`src/rtl/dram_dec_pkg.sv`:
```
// Package: shared cycle-kind encoding for the DRAM strobe decoder.
// Assumes: the encoding is visible at the top-level cycle_kind port.
package dram_dec_pkg;
    typedef enum logic [2:0] {
        CYC_NONE       = 3'd0,
        CYC_READ       = 3'd1,
        CYC_WRITE      = 3'd2,
        CYC_RAS_ONLY   = 3'd3,
        CYC_CBR        = 3'd4,
        CYC_TEST_ENTRY = 3'd5
    } cyc_kind_e;
endpackage

```
`src/rtl/strobe_sampler.sv`:
```
// Module: strobe_sampler
// Registers the asynchronous strobes, address and data once, keeps the
// previous strobe levels, and flags row/column strobe edges.
// Assumes: the strobes are stable for at least two clk periods per phase.
module strobe_sampler #(
    parameter int ADDR_W = 11,
    parameter int DQ_W   = 4
) (
    input  logic              clk,
    input  logic              rst_n,
    input  logic              ras_n,
    input  logic              cas_n,
    input  logic              we_n,
    input  logic [ADDR_W-1:0] addr,
    input  logic [DQ_W-1:0]   dq_in,
    output logic              ras_lvl,
    output logic              cas_lvl,
    output logic              we_lvl,
    output logic [ADDR_W-1:0] addr_s,
    output logic [DQ_W-1:0]   dq_s,
    output logic              ras_fall,
    output logic              ras_rise,
    output logic              cas_fall
);
    logic ras_prev, cas_prev;

    // Sample stage: capture pins on the fast clock, strobes idle high.
    always_ff @(posedge clk) begin
        if (!rst_n) begin
            ras_lvl <= 1'b1;
            cas_lvl <= 1'b1;
            we_lvl  <= 1'b1;
            addr_s  <= '0;
            dq_s    <= '0;
        end else begin
            ras_lvl <= ras_n;
            cas_lvl <= cas_n;
            we_lvl  <= we_n;
            addr_s  <= addr;
            dq_s    <= dq_in;
        end
    end

    // History stage: previous strobe levels for edge detection.
    always_ff @(posedge clk) begin
        if (!rst_n) begin
            ras_prev <= 1'b1;
            cas_prev <= 1'b1;
        end else begin
            ras_prev <= ras_lvl;
            cas_prev <= cas_lvl;
        end
    end

    // Edge flags derived from the two stages.
    always_comb begin
        ras_fall = ras_prev & ~ras_lvl;
        ras_rise = ~ras_prev & ras_lvl;
        cas_fall = cas_prev & ~cas_lvl;
    end
endmodule

```
`src/rtl/cycle_classifier.sv`:
```
// Module: cycle_classifier
// Decodes strobe ordering into cycle kinds, latches the row address,
// keeps the compressed test-mode flag and the refresh row counter.
// Assumes: edge flags are single-cycle pulses from strobe_sampler.
module cycle_classifier
    import dram_dec_pkg::*;
#(
    parameter int ADDR_W = 11,
    parameter int REF_W  = 11
) (
    input  logic              clk,
    input  logic              rst_n,
    input  logic              ras_fall,
    input  logic              ras_rise,
    input  logic              cas_fall,
    input  logic              cas_lvl,
    input  logic              we_lvl,
    input  logic [ADDR_W-1:0] addr_s,
    output logic [ADDR_W-1:0] row_addr,
    output cyc_kind_e         kind,
    output logic              test_mode,
    output logic [REF_W-1:0]  ref_cnt,
    output logic              issue_rd,
    output logic              issue_wr
);
    logic row_active;
    logic cas_seen;
    logic cbr_start;

    // Access strobes: a column fall inside an open row starts an access.
    always_comb begin
        issue_rd  = cas_fall & row_active & we_lvl;
        issue_wr  = cas_fall & row_active & ~we_lvl;
        cbr_start = ras_fall & ~cas_lvl;
    end

    // Row cycle tracking: open/close rows and remember column activity.
    always_ff @(posedge clk) begin
        if (!rst_n) begin
            row_active <= 1'b0;
            cas_seen   <= 1'b0;
            row_addr   <= '0;
        end else if (ras_fall && cas_lvl) begin
            row_active <= 1'b1;
            cas_seen   <= 1'b0;
            row_addr   <= addr_s;
        end else if (ras_rise) begin
            row_active <= 1'b0;
        end else if (cas_fall && row_active) begin
            cas_seen <= 1'b1;
        end
    end

    // Cycle kind: record the most recent classification.
    always_ff @(posedge clk) begin
        if (!rst_n) begin
            kind <= CYC_NONE;
        end else if (cbr_start) begin
            kind <= we_lvl ? CYC_CBR : CYC_TEST_ENTRY;
        end else if (issue_rd) begin
            kind <= CYC_READ;
        end else if (issue_wr) begin
            kind <= CYC_WRITE;
        end else if (ras_rise && row_active && !cas_seen) begin
            kind <= CYC_RAS_ONLY;
        end
    end

    // Test mode latch: set by refresh-with-write, cleared by any refresh.
    always_ff @(posedge clk) begin
        if (!rst_n) begin
            test_mode <= 1'b0;
        end else if (cbr_start) begin
            test_mode <= ~we_lvl;
        end else if (ras_rise && row_active && !cas_seen) begin
            test_mode <= 1'b0;
        end
    end

    // Refresh counter: steps once per CAS-before-RAS refresh, wraps.
    always_ff @(posedge clk) begin
        if (!rst_n) begin
            ref_cnt <= '0;
        end else if (cbr_start && we_lvl) begin
            ref_cnt <= ref_cnt + 1'b1;
        end
    end
endmodule

```
`src/rtl/cell_array.sv`:
```
// Module: cell_array
// Reduced register-cell store. Normal accesses address one nibble by row
// and column bits {top two, low COL_LO_W}; test mode writes four nibbles
// at once and compresses four reads into a per-pin equality result.
// Assumes: the top two address bits are the test-ignored column bits.
module cell_array #(
    parameter int ADDR_W   = 11,
    parameter int DQ_W     = 4,
    parameter int ROW_W    = 2,
    parameter int COL_LO_W = 2
) (
    input  logic              clk,
    input  logic              rst_n,
    input  logic              test_mode,
    input  logic              wr_en,
    input  logic [ADDR_W-1:0] row_addr,
    input  logic [ADDR_W-1:0] col_addr,
    input  logic [DQ_W-1:0]   wdata,
    output logic [DQ_W-1:0]   rdata
);
    localparam int GROUPS = 4;
    localparam int HI_LSB = ADDR_W - 2;
    localparam int IDX_W  = ROW_W + 2 + COL_LO_W;
    localparam int CELLS  = 1 << IDX_W;

    logic [DQ_W-1:0]     mem [CELLS];
    logic [ROW_W-1:0]    row_sel;
    logic [1:0]          hi_sel;
    logic [COL_LO_W-1:0] lo_sel;
    logic [DQ_W-1:0]     grp_data [GROUPS];
    logic [DQ_W-1:0]     cmp_data;

    // Address split into row, test-ignored bits and low column bits.
    always_comb begin
        row_sel = row_addr[ROW_W-1:0];
        hi_sel  = col_addr[HI_LSB +: 2];
        lo_sel  = col_addr[COL_LO_W-1:0];
    end

    // Storage: single-cell write normally, four-cell write in test mode.
    always_ff @(posedge clk) begin
        if (!rst_n) begin
            for (int i = 0; i < CELLS; i++) mem[i] <= '0;
        end else if (wr_en) begin
            if (test_mode) begin
                for (int g = 0; g < GROUPS; g++)
                    mem[{row_sel, 2'(g), lo_sel}] <= wdata;
            end else begin
                mem[{row_sel, hi_sel, lo_sel}] <= wdata;
            end
        end
    end

    // Group reads: the four cells a pin covers in test mode.
    for (genvar g = 0; g < GROUPS; g++) begin : g_grp
        assign grp_data[g] = mem[{row_sel, 2'(g), lo_sel}];
    end

    // Per-pin compression: high when the four cells agree.
    for (genvar b = 0; b < DQ_W; b++) begin : g_cmp
        assign cmp_data[b] = (grp_data[0][b] == grp_data[1][b]) &&
                             (grp_data[0][b] == grp_data[2][b]) &&
                             (grp_data[0][b] == grp_data[3][b]);
    end

    // Read result selection by mode.
    always_comb begin
        rdata = test_mode ? cmp_data : mem[{row_sel, hi_sel, lo_sel}];
    end
endmodule

```
`src/rtl/data_output.sv`:
```
// Module: data_output
// Extended-data-out driver: latches read data at the column fall and
// keeps it driven until a write access or both strobes idle high.
// Assumes: issue_rd/issue_wr are single-cycle pulses.
module data_output #(
    parameter int DQ_W = 4
) (
    input  logic            clk,
    input  logic            rst_n,
    input  logic            issue_rd,
    input  logic            issue_wr,
    input  logic [DQ_W-1:0] rdata,
    input  logic            ras_lvl,
    input  logic            cas_lvl,
    output logic [DQ_W-1:0] dq_out,
    output logic            dq_oe
);
    // Output latch and enable control.
    always_ff @(posedge clk) begin
        if (!rst_n) begin
            dq_out <= '0;
            dq_oe  <= 1'b0;
        end else if (issue_rd) begin
            dq_out <= rdata;
            dq_oe  <= 1'b1;
        end else if (issue_wr || (ras_lvl && cas_lvl)) begin
            dq_oe <= 1'b0;
        end
    end
endmodule

```
`src/rtl/dram_strobe_decoder.sv`:
```
// Module: dram_strobe_decoder (top)
// Small DRAM model: samples asynchronous strobes, classifies cycles,
// stores data in a reduced cell array, runs the compressed test mode.
// Assumes: clk is several times faster than any strobe phase.
module dram_strobe_decoder
    import dram_dec_pkg::*;
#(
    parameter int ADDR_W   = 11,
    parameter int DQ_W     = 4,
    parameter int ROW_W    = 2,
    parameter int COL_LO_W = 2,
    parameter int REF_W    = 11
) (
    input  logic              clk,
    input  logic              rst_n,
    input  logic              ras_n,
    input  logic              cas_n,
    input  logic              we_n,
    input  logic [ADDR_W-1:0] addr,
    input  logic [DQ_W-1:0]   dq_in,
    output logic [DQ_W-1:0]   dq_out,
    output logic              dq_oe,
    output logic [2:0]        cycle_kind,
    output logic              test_active,
    output logic [REF_W-1:0]  refresh_row
);
    logic              ras_lvl, cas_lvl, we_lvl;
    logic [ADDR_W-1:0] addr_s, row_addr;
    logic [DQ_W-1:0]   dq_s, rdata;
    logic              ras_fall, ras_rise, cas_fall;
    logic              issue_rd, issue_wr;
    cyc_kind_e         kind;

    strobe_sampler #(.ADDR_W(ADDR_W), .DQ_W(DQ_W)) u_smp (
        .clk(clk), .rst_n(rst_n), .ras_n(ras_n), .cas_n(cas_n), .we_n(we_n),
        .addr(addr), .dq_in(dq_in), .ras_lvl(ras_lvl), .cas_lvl(cas_lvl),
        .we_lvl(we_lvl), .addr_s(addr_s), .dq_s(dq_s), .ras_fall(ras_fall),
        .ras_rise(ras_rise), .cas_fall(cas_fall)
    );

    cycle_classifier #(.ADDR_W(ADDR_W), .REF_W(REF_W)) u_cls (
        .clk(clk), .rst_n(rst_n), .ras_fall(ras_fall), .ras_rise(ras_rise),
        .cas_fall(cas_fall), .cas_lvl(cas_lvl), .we_lvl(we_lvl),
        .addr_s(addr_s), .row_addr(row_addr), .kind(kind),
        .test_mode(test_active), .ref_cnt(refresh_row),
        .issue_rd(issue_rd), .issue_wr(issue_wr)
    );

    cell_array #(.ADDR_W(ADDR_W), .DQ_W(DQ_W), .ROW_W(ROW_W),
                 .COL_LO_W(COL_LO_W)) u_mem (
        .clk(clk), .rst_n(rst_n), .test_mode(test_active), .wr_en(issue_wr),
        .row_addr(row_addr), .col_addr(addr_s), .wdata(dq_s), .rdata(rdata)
    );

    data_output #(.DQ_W(DQ_W)) u_out (
        .clk(clk), .rst_n(rst_n), .issue_rd(issue_rd), .issue_wr(issue_wr),
        .rdata(rdata), .ras_lvl(ras_lvl), .cas_lvl(cas_lvl),
        .dq_out(dq_out), .dq_oe(dq_oe)
    );

    // Port view of the cycle kind.
    assign cycle_kind = 3'(kind);
endmodule

```
`config.mk`:
```
export PLATFORM = sky130hd
export DESIGN_NAME = dram_strobe_decoder
export DESIGN_NICKNAME = d
export VERILOG_FILES = /design/src/rtl/dram_dec_pkg.sv /design/src/rtl/strobe_sampler.sv /design/src/rtl/cycle_classifier.sv /design/src/rtl/cell_array.sv /design/src/rtl/data_output.sv /design/src/rtl/dram_strobe_decoder.sv
export SDC_FILE = /design/constraint.sdc
export NUM_CORES = 1
export LEC_CHECK = 0
export BUFFER_PORTS_ARGS = -buffer_cell sky130_fd_sc_hd__buf_2
export CORE_AREA = 4 4 223 171
export CTS_BUF_LIST = sky130_fd_sc_hd__clkbuf_4
export CTS_CLUSTER_DIAMETER = 30
export DETAILED_ROUTE_END_ITERATION = 16
export DIE_AREA = 0 0 227 175
export PLACE_DENSITY_LB_ADDON = 0.2
export SLEW_MARGIN = 20
export SYNTH_ARGS = -nofsm -noshare
export SYNTH_HDL_FRONTEND = slang
export SYNTH_SLANG_ARGS = --single-unit
```
`constraint.sdc`:
```
create_clock -name clk -period 6.35 [get_ports clk]
set_input_delay 1.27 -clock clk [delete_from_list [all_inputs] [get_ports clk]]
set_output_delay 1.27 -clock clk [all_outputs]
set_load 0.05 [all_outputs]
```
Word-level counts from Yosys, hierarchy flattened:

Memory sizes are Yosys's and may differ from the RTL's.
Cells that the tools add are included.

* register bits: 44
* memory bits (writable): 256
* word-level logic and storage cells: 105
* memories kept: 1

Memory list
* u_mem.mem: words 64, width 4, rd ports 5, clocked after Yosys merged registers in 0, wr ports 64, RTL line cell_array.sv:26 `logic [DQ_W-1:0] mem [CELLS];`

* add/sub/neg operators: 1
* equality and inequality tests: 12
* mux-type cells: 36
* bitwise operators: 13
* reductions and logical operators: 27

Operators by type and width (count)
* $mux W6: 5
* $mux W4: 6
* $mux W1: 21
* $reduce_or A4 Y1: 5
* $logic_and A1 B1 Y1: 14
* $eq A1 B1 Y1: 12
* $mux W3: 4
* $add A11 B1 Y11 const B: 1
* $and A1 B1 Y1: 7
* $not A1 Y1: 6
* $reduce_bool A2 Y1: 3
* $reduce_bool A4 Y1: 1
* $reduce_and A2 Y1: 1
* $reduce_or A2 Y1: 1
* $logic_not A1 Y1: 1
* $logic_or A1 B1 Y1: 1

Logic depth before layout (Yosys ltp):

Gate-level depths: netlist (run 1).

* depth after elaboration: 10
* mapped depth: 10
* gate-level depth less buffers: 6

Modules after synthesis:

Synthesis (run 1) repeated with hierarchy kept, for this count alone.

* cell total of the unflattened synthesis: 1155
* area total of the unflattened synthesis: 14604.0 sq um

Modules (own cells, without submodules)
* cell_array: instances 1, cells each 958, area each 12707.2 sq um, sequential area each 7687.4 sq um
* cycle_classifier: instances 1, cells each 135, area each 1144.8 sq um, sequential area each 560.5 sq um
* strobe_sampler: instances 1, cells each 45, area each 556.8 sq um, sequential area each 400.4 sq um
* data_output: instances 1, cells each 17, area each 195.2 sq um, sequential area each 100.1 sq um

Least setup slack after synthesis (run 1):

No wires, ideal clock.

* path kind: input -> register
* start: in rst_n
* end: mem u_mem.mem[51][0], enable pin
* library setup time: 361 ps
* data arrival time: 2536 ps
* setup slack: 3453 ps
* stages: 5
* path through: nand2b_1 -> nor3_2 -> a21boi_1 -> nand2_1 -> o21ai_0

RTL lines
* from (decl): RTL line dram_strobe_decoder.sv:15 `input logic rst_n,`
* to (decl): RTL line cell_array.sv:26

==> impl_metrics.csv, run 1 <==
group,metric,value,unit
run_status,outcome,"finished clean",
cells_and_area,layout_common_cells,"edfxtp_1 (256), and2_1 (247), clkbuf_4 (118)",
setup_path,reg2reg_depth,5,
setup_path,critPathLaunchType,"input port",
sta,rsz0062_at_grt,"no",
synth,synthMuxAreaShare,0.1125,
placement,gp_congestion,0.9144,
sta,finalMaxSlewViolations,0,
clock_network,cts_setup_buffers,0,
sta,fmax,263.2,MHz
setup_path,worstSetupEndpointType,"flop",
clock_network,cts_buffer_depth,3,
clock_network,root_buffer,"clkbuf_4",
drt,drc_errors,0,
sta,period_share,0.5983,
synth,syn_inst,1122,
pwr,clock_power_share,0.410,
synth,synth_adder_area_share,0.0008793,
setup_path,cp_data_arrival_time,4140,ps
global_route,grtUsageTotal,0.1868,
sta,hold_violations,0,
floorplan,initial_core_util,0.3991,
clock_network,cts_buffers,77,
pwr,p_int,3.181,mW
synth,synth_warnings,0,
synth,netlist_area,0.01423,sq mm
clock_network,clock-sinks,293,
drt,via_count,9302,
synth,avgSynthCellArea,12.68,sq um
sta,final-setup-viol-count,0,
setup_path,worstReg2RegEnd,"u_mem.mem[35][0]",
setup_path,slowest_stage,"nor3_2",
setup_path,crit_path_start,"rst_n",
sta,slew_headroom,0.3649,
placement,io_buffers,32,
setup_path,critPathRequiredTime,6690,ps
setup_path,r2r_start,"u_smp.cas_lvl",
global_route,grt_max_degree,60,
drt,routed_wl,37070,um
setup_path,crit_chain,"buf_2 > buf_4 > nand2b_1 > nor3_2 > a21boi_1 > nand2_1 > o21ai_0",
synth,seq_area_frac_synth,0.5923,
cells_and_area,nFillCells,3279,
floorplan,coreArea,0.03566,sq mm
drt,detail_route.vias_per_cell,5.481,
placement,dp_hpwl,23650,um
synth,synth_top_family_by_area,"simple AND/OR/NAND/NOR gates",
synth,synth_edf_count,256,
pwr,p_seq_frac,0.521,
floorplan,design.die.area,0.03973,sq mm
global_route,grt_pass1_wl,55410,um
drt,drt_iter0_markers,797,
synth,synth_xor_area_frac,0.004308,
synth,synth-simple-area-share,0.1825,
synth,ys_types,45,
setup_path,slowest_delay,750,ps
setup_path,critPathKind,"in2reg",
drt,drt-pass1-iter-count,6,
sta,fin_ws,2551,ps
synth,synth_nets,1143,
pwr,combinationalPowerShare,0.069,
synth,async_flop_share,0,
synth,synthFlopType,"edfxtp_1",
worst_hold_path,holdPathEnd,"u_cls.kind[2]",
sta,min_period,3799,ps
sta,fin_setup_tns,0,ps
worst_hold_path,whs_path_depth,2,
placement,dp_slack,1918,ps
floorplan,die_y,175,um
floorplan,chipWidth,227,um
worst_hold_path,min_path_type,"reg2reg",
global_route,grt_pass1_vias,9093,
pwr,power.switching,1.021,mW
pwr,p_per_area,266.4,mW/mm^2
clock_network,cts.clk_slew.worst_paths,60,ps
pwr,vdd_ir_drop_max,0.1331,mV
clock_network,h-tree-depth,3,
cells_and_area,layout_commonest_cell,"edfxtp_1",
sta,worstMarginPinSlew,947.5,ps
setup_path,critPathMaxFanout,53,
synth,synth_compound_area_frac,0.08151,
clock_network,tritoncts,"built",
clock_network,clock_latency,740,ps
cells_and_area,layout.nets,1188,
worst_hold_path,min_from,"u_cls.kind[2]",
sta,hold_slack,463.5,ps
clock_network,cts_resized,0,
setup_path,rrSetupSlack,3280,ps
floorplan,rows,60,
global_route,overflow,0,
global_route,antenna_found_initial,1,
run,drv_cap,0,
pwr,leakage,5.584,nW
cells_and_area,drive_above_1_share,0.2164,
drt,wl_per_cell,21.85,um
cells_and_area,finish.utilization,0.4424,
drt,antenna_left,0,
sta,finClkSkew,54.60,ps
synth,ys_seq_elements,293,
cells_and_area,area_growth_syn_to_layout,10.85,%
clock_network,ctsHoldBuffers,0,
floorplan,num_io_pins,40,
pwr,power.share.switching,0.2431,
logic make-up (layout without fill, tap and decap cells):
group | count (synthesis) | after routing
XOR/XNOR | 7 | 7
AND/OR/NAND/NOR | 483 | 483
multiplexers | 79 | 79
adder cells (fa/ha/maj) | 1 | 1
AO/OA/AOI/OAI | 176 | 176
buffers and inverters | 83 | 190
other | 0 | 3
flip-flops | 293 | 293
metrics by stage:
step,power (mW),instance area (sq um),instances
floorplan,2.411,14230,1122
global placement,2.514,14740,1553
detailed placement,2.516,14740,1553
CTS,4.254,15770,1694
global route,4.392,15770,1696
finish,4.202,15770,1697
power by group through the flow:
stage | Sequential (mW) | Clock (mW) | Combinational, mW
final | 2.19 | 1.72 | 0.291
after global routing | 2.19 | 1.89 | 0.309
after CTS | 2.19 | 1.78 | 0.288
after detailed placement | 2.23 | 0 | 0.287
after global placement | 2.23 | 0 | 0.285
after floorplan | 2.21 | 0 | 0.203
flip-flops by register name, summed over array words and instances, names as in the netlist, 2 cells and up:
name / flops
u_cls.kind: 3
u_cls.row_addr: 2
u_cls.ref_cnt: 11
u_mem.mem: 256
u_smp.addr_s: 4
u_out.dq_out: 4
u_smp.dq_s: 4
cell type report:
class,count,area (sq um),share of cell area
Antenna cell,3,7.507,0.0004759
Clock inverter,23,145.1,0.009201
Timing Repair Buffer,47,272.8,0.01729
Tap cell,465,581.8,0.03688
Sequential cell,293,8441,0.5351
Multi-Input combinational cell,746,5433,0.3444
Clock buffer,118,885.9,0.05616
Inverter,2,7.507,0.0004759
Yosys cell counts (4+ instances only):
cell type	instances	share of area
a211oi_1	8	0.0042
a21boi_0	4	0.0021
a21oi_1	19	0.0067
a221oi_2	8	0.0084
a22o_1	8	0.0049
a22oi_1	40	0.021
and2_1	247	0.11
buf_2	16	0.0056
buf_6	4	0.0032
clkbuf_1	56	0.015
dfxtp_1	37	0.052
edfxtp_1	256	0.54
mux2_2	8	0.0063
mux2i_1	7	0.0049
mux4_2	64	0.10
nand2_1	63	0.017
nand2b_1	12	0.0053
nand3_1	6	0.0021
nor2_1	105	0.028
nor2b_1	17	0.0075
nor3_1	10	0.0035
nor4_1	8	0.0035
o21ai_0	74	0.026
o22ai_1	4	0.0018
o31a_1	4	0.0025
xnor2_1	6	0.0037
worst max-delay path by stage:
stage,to,slack (ps)
final,u_mem.mem[35][0],2550
after global routing,u_mem.mem[34][1],2530
after CTS,u_mem.mem[33][1],2680
after detailed placement,u_mem.mem[33][2],1920
after global placement,u_mem.mem[33][3],1920
after floorplan,u_mem.mem[51][0],3450
worst max-delay path, delay by kind of cell:
| family | cells | cell delay (ps) |
|---|---|---|
| simple gates | 3 | 1210 |
| compound gates | 2 | 1080 |
| buf+inv | 2 | 550 |
per-layer routing:
metal  GRT usage  part of all wire  wire (um)
met1      0.2841              0.48      17720
met2      0.2561              0.41      15300
met3     0.05610             0.086       3202
met4     0.05771             0.023        848
met5           0                 0          0
Note: power is estimated with default switching activity, not from simulation.
==> inputs of run 2 (changes only) <==
- clock period: 6.35 -> 3.33 ns (I/O delays scaled with it)
==> run 2 against run 1 <==
  * Sequential cell count stayed put
  * Highest routed layer unchanged
  * Largest power group unchanged
  * Clock power is 85% higher
  * Hold slack worse by 360 ps
  * Clock-buffer cell count is 15 lower
  * Non-clock buffer count is 12 higher
  * First-iteration DRC count is 11% higher
==> impl_metrics.csv, run 2 (synthesized netlist as in run 1, its figures left out) <==
group,metric,value,unit
run_status,outcome,"finished clean",
worst_hold_path,holdPathEnd,"u_smp.dq_s[2]",
sta,fin_setup_tns,0,ps
global_route,grt_pass1_vias,9077,
global_route,grt_max_degree,101,
sta,hold_slack,106.3,ps
cells_and_area,layout_commonest_cell,"edfxtp_1",
global_route,antenna_found_initial,2,
sta,hold_violations,0,
drt,routed_wl,37040,um
setup_path,worstSetupEndpointType,"flop",
clock_network,cts_buffers,76,
cells_and_area,top_register,"u_mem.mem",
floorplan,num_io_pins,40,
drt,drt-pass1-iter-count,7,
worst_hold_path,min_from,"dq_in[2]",
setup_path,critPathKind,"reg2reg",
setup_path,rrSetupSlack,700,ps
placement,io_buffers,32,
cells_and_area,finish.utilization,0.4438,
floorplan,rows,60,
drt,wl_per_cell,21.81,um
cells_and_area,nFillCells,3287,
clock_network,cts_resized,0,
sta,period_share,0.7900,
cells_and_area,area_growth_syn_to_layout,11.22,%
clock_network,ctsHoldBuffers,0,
clock_network,clock_latency,790,ps
global_route,grt_pass1_wl,56230,um
floorplan,coreArea,0.03566,sq mm
worst_hold_path,min_path_type,"in2reg",
setup_path,critPathLaunchType,"flop",
sta,min_period,2631,ps
setup_path,worstReg2RegEnd,"u_out.dq_out[3]",
clock_network,cts_buffer_depth,3,
setup_path,critPathMaxFanout,29,
sta,worstMarginPinSlew,1051,ps
setup_path,reg2reg_depth,5,
drt,detail_route.vias_per_cell,5.485,
global_route,grtUsageTotal,0.1879,
clock_network,cts.clk_slew.worst_paths,60,ps
floorplan,initial_core_util,0.3991,
drt,antenna_left,0,
cells_and_area,fin_cells,1698,
setup_path,r2r_start,"u_smp.addr_s[0]",
cells_and_area,multiInputGateArea,0.005433,sq mm
sta,fin_ws,699.5,ps
cells_and_area,drive_above_1_share,0.2152,
floorplan,chipWidth,227,um
clock_network,tritoncts,"built",
sta,final-setup-viol-count,0,
sta,slew_headroom,0.2992,
worst_hold_path,whs_path_depth,2,
sta,finClkSkew,57.75,ps
drt,via_count,9314,
placement,gp_congestion,0.9005,
sta,fmax,380.2,MHz
placement,dp_hpwl,24740,um
drt,drc_errors,0,
clock_network,clock-sinks,293,
clock_network,root_buffer,"clkbuf_4",
placement,dp_slack,489.9,ps
floorplan,die_y,175,um
setup_path,cp_top_family,"compound AO/OA/AOI/OAI gates",
clock_network,cts_setup_buffers,0,
setup_path,cp_num_buf_inv,1,
sta,rsz0062_at_grt,"no",
setup_path,slowest_delay,700,ps
cells_and_area,reg_top3,"u_mem.mem x256, u_cls.ref_cnt x11",
sta,finalMaxSlewViolations,0,
run,drv_cap,0,
setup_path,critPathRequiredTime,3980,ps
pwr,leakage,5.602,nW
global_route,overflow,0,
clock_network,h-tree-depth,3,
drt,drt_iter0_markers,888,
cells_and_area,layout_common_cells,"edfxtp_1 (256), and2_1 (247), nor2_1 (105)",
cells_and_area,largest_reg_flops,256,
setup_path,crit_chain,"buf_4 > mux4_2 > a221oi_2 > nor3_1 > o31a_1",
pwr,p_per_area,500.5,mW/mm^2
cells_and_area,layout.nets,1199,
cells_and_area,regArea,0.008441,sq mm
floorplan,design.die.area,0.03973,sq mm
setup_path,cp_data_arrival_time,3280,ps
setup_path,slowest_stage,"dfxtp_4",
placement,dp_cells,1565,
pwr,vdd_ir_drop_max,0.2025,mV
==> run 2: routing by layer <==
layer	wire, um	up-vias	GRT usage	share of wire
met5	0	-	0	0
met4	751	0	0.05318	0.020
met3	2796	63	0.05089	0.075
met2	15430	374	0.2541	0.42
met1	18060	4592	0.2945	0.49
li1	-	4285	-	-
==> run 2: how the worst max path moves through the flow <==
stage	endpoint	slack (ps)	cells after the start	from
2_1_floorplan	u_mem.mem[51][0]	1040	5	rst_n
3_3_place_gp	u_mem.mem[11][2]	510	7	rst_n
3_5_place_dp	u_mem.mem[27][3]	490	7	rst_n
4_1_cts	u_out.dq_out[3]	720	5	u_smp.addr_s[0]
5_1_grt	u_mem.mem[19][0]	520	3	u_smp.addr_s[0]
6_report	u_out.dq_out[3]	700	5	u_smp.addr_s[0]
==> run 2: worst register-to-register path: cells and delay by family (launching register included) <==
family / cells / cell delay [ps]
multiplexers: 1 / 620
AO/OA/AOI/OAI: 2 / 720
flip-flops: 1 / 700
buffers and inverters: 1 / 380
AND/OR/NAND/NOR: 1 / 100
==> run 2: cell type report <==
| type | instances | share of cell area |
|---|---|---|
| well taps | 465 | 0.03676 |
| multi-input cells | 746 | 0.3433 |
| clock buffers | 103 | 0.04886 |
| diodes | 6 | 0.0009487 |
| inverters | 2 | 0.0004743 |
| repair buffers | 59 | 0.02530 |
| flip-flops and latches | 293 | 0.5333 |
| clock inverters | 24 | 0.01107 |
==> run 2: stage by stage <==
stage | instance area [sq um] | total power, mW
final | 15830 | 7.921
after global routing | 15830 | 8.285
after CTS | 15810 | 8.015
after detailed placement | 14860 | 4.810
after global placement | 14860 | 4.804
after floorplan | 14230 | 4.597
==> run 2: where the power goes <==
part / leakage, nW / total (mW) / internal, mW / switching, mW
sequential: 2.95 / 4.19 / 4.10 / 0.0938
clock: 0.569 / 3.19 / 1.66 / 1.52
combinational: 2.09 / 0.543 / 0.203 / 0.341
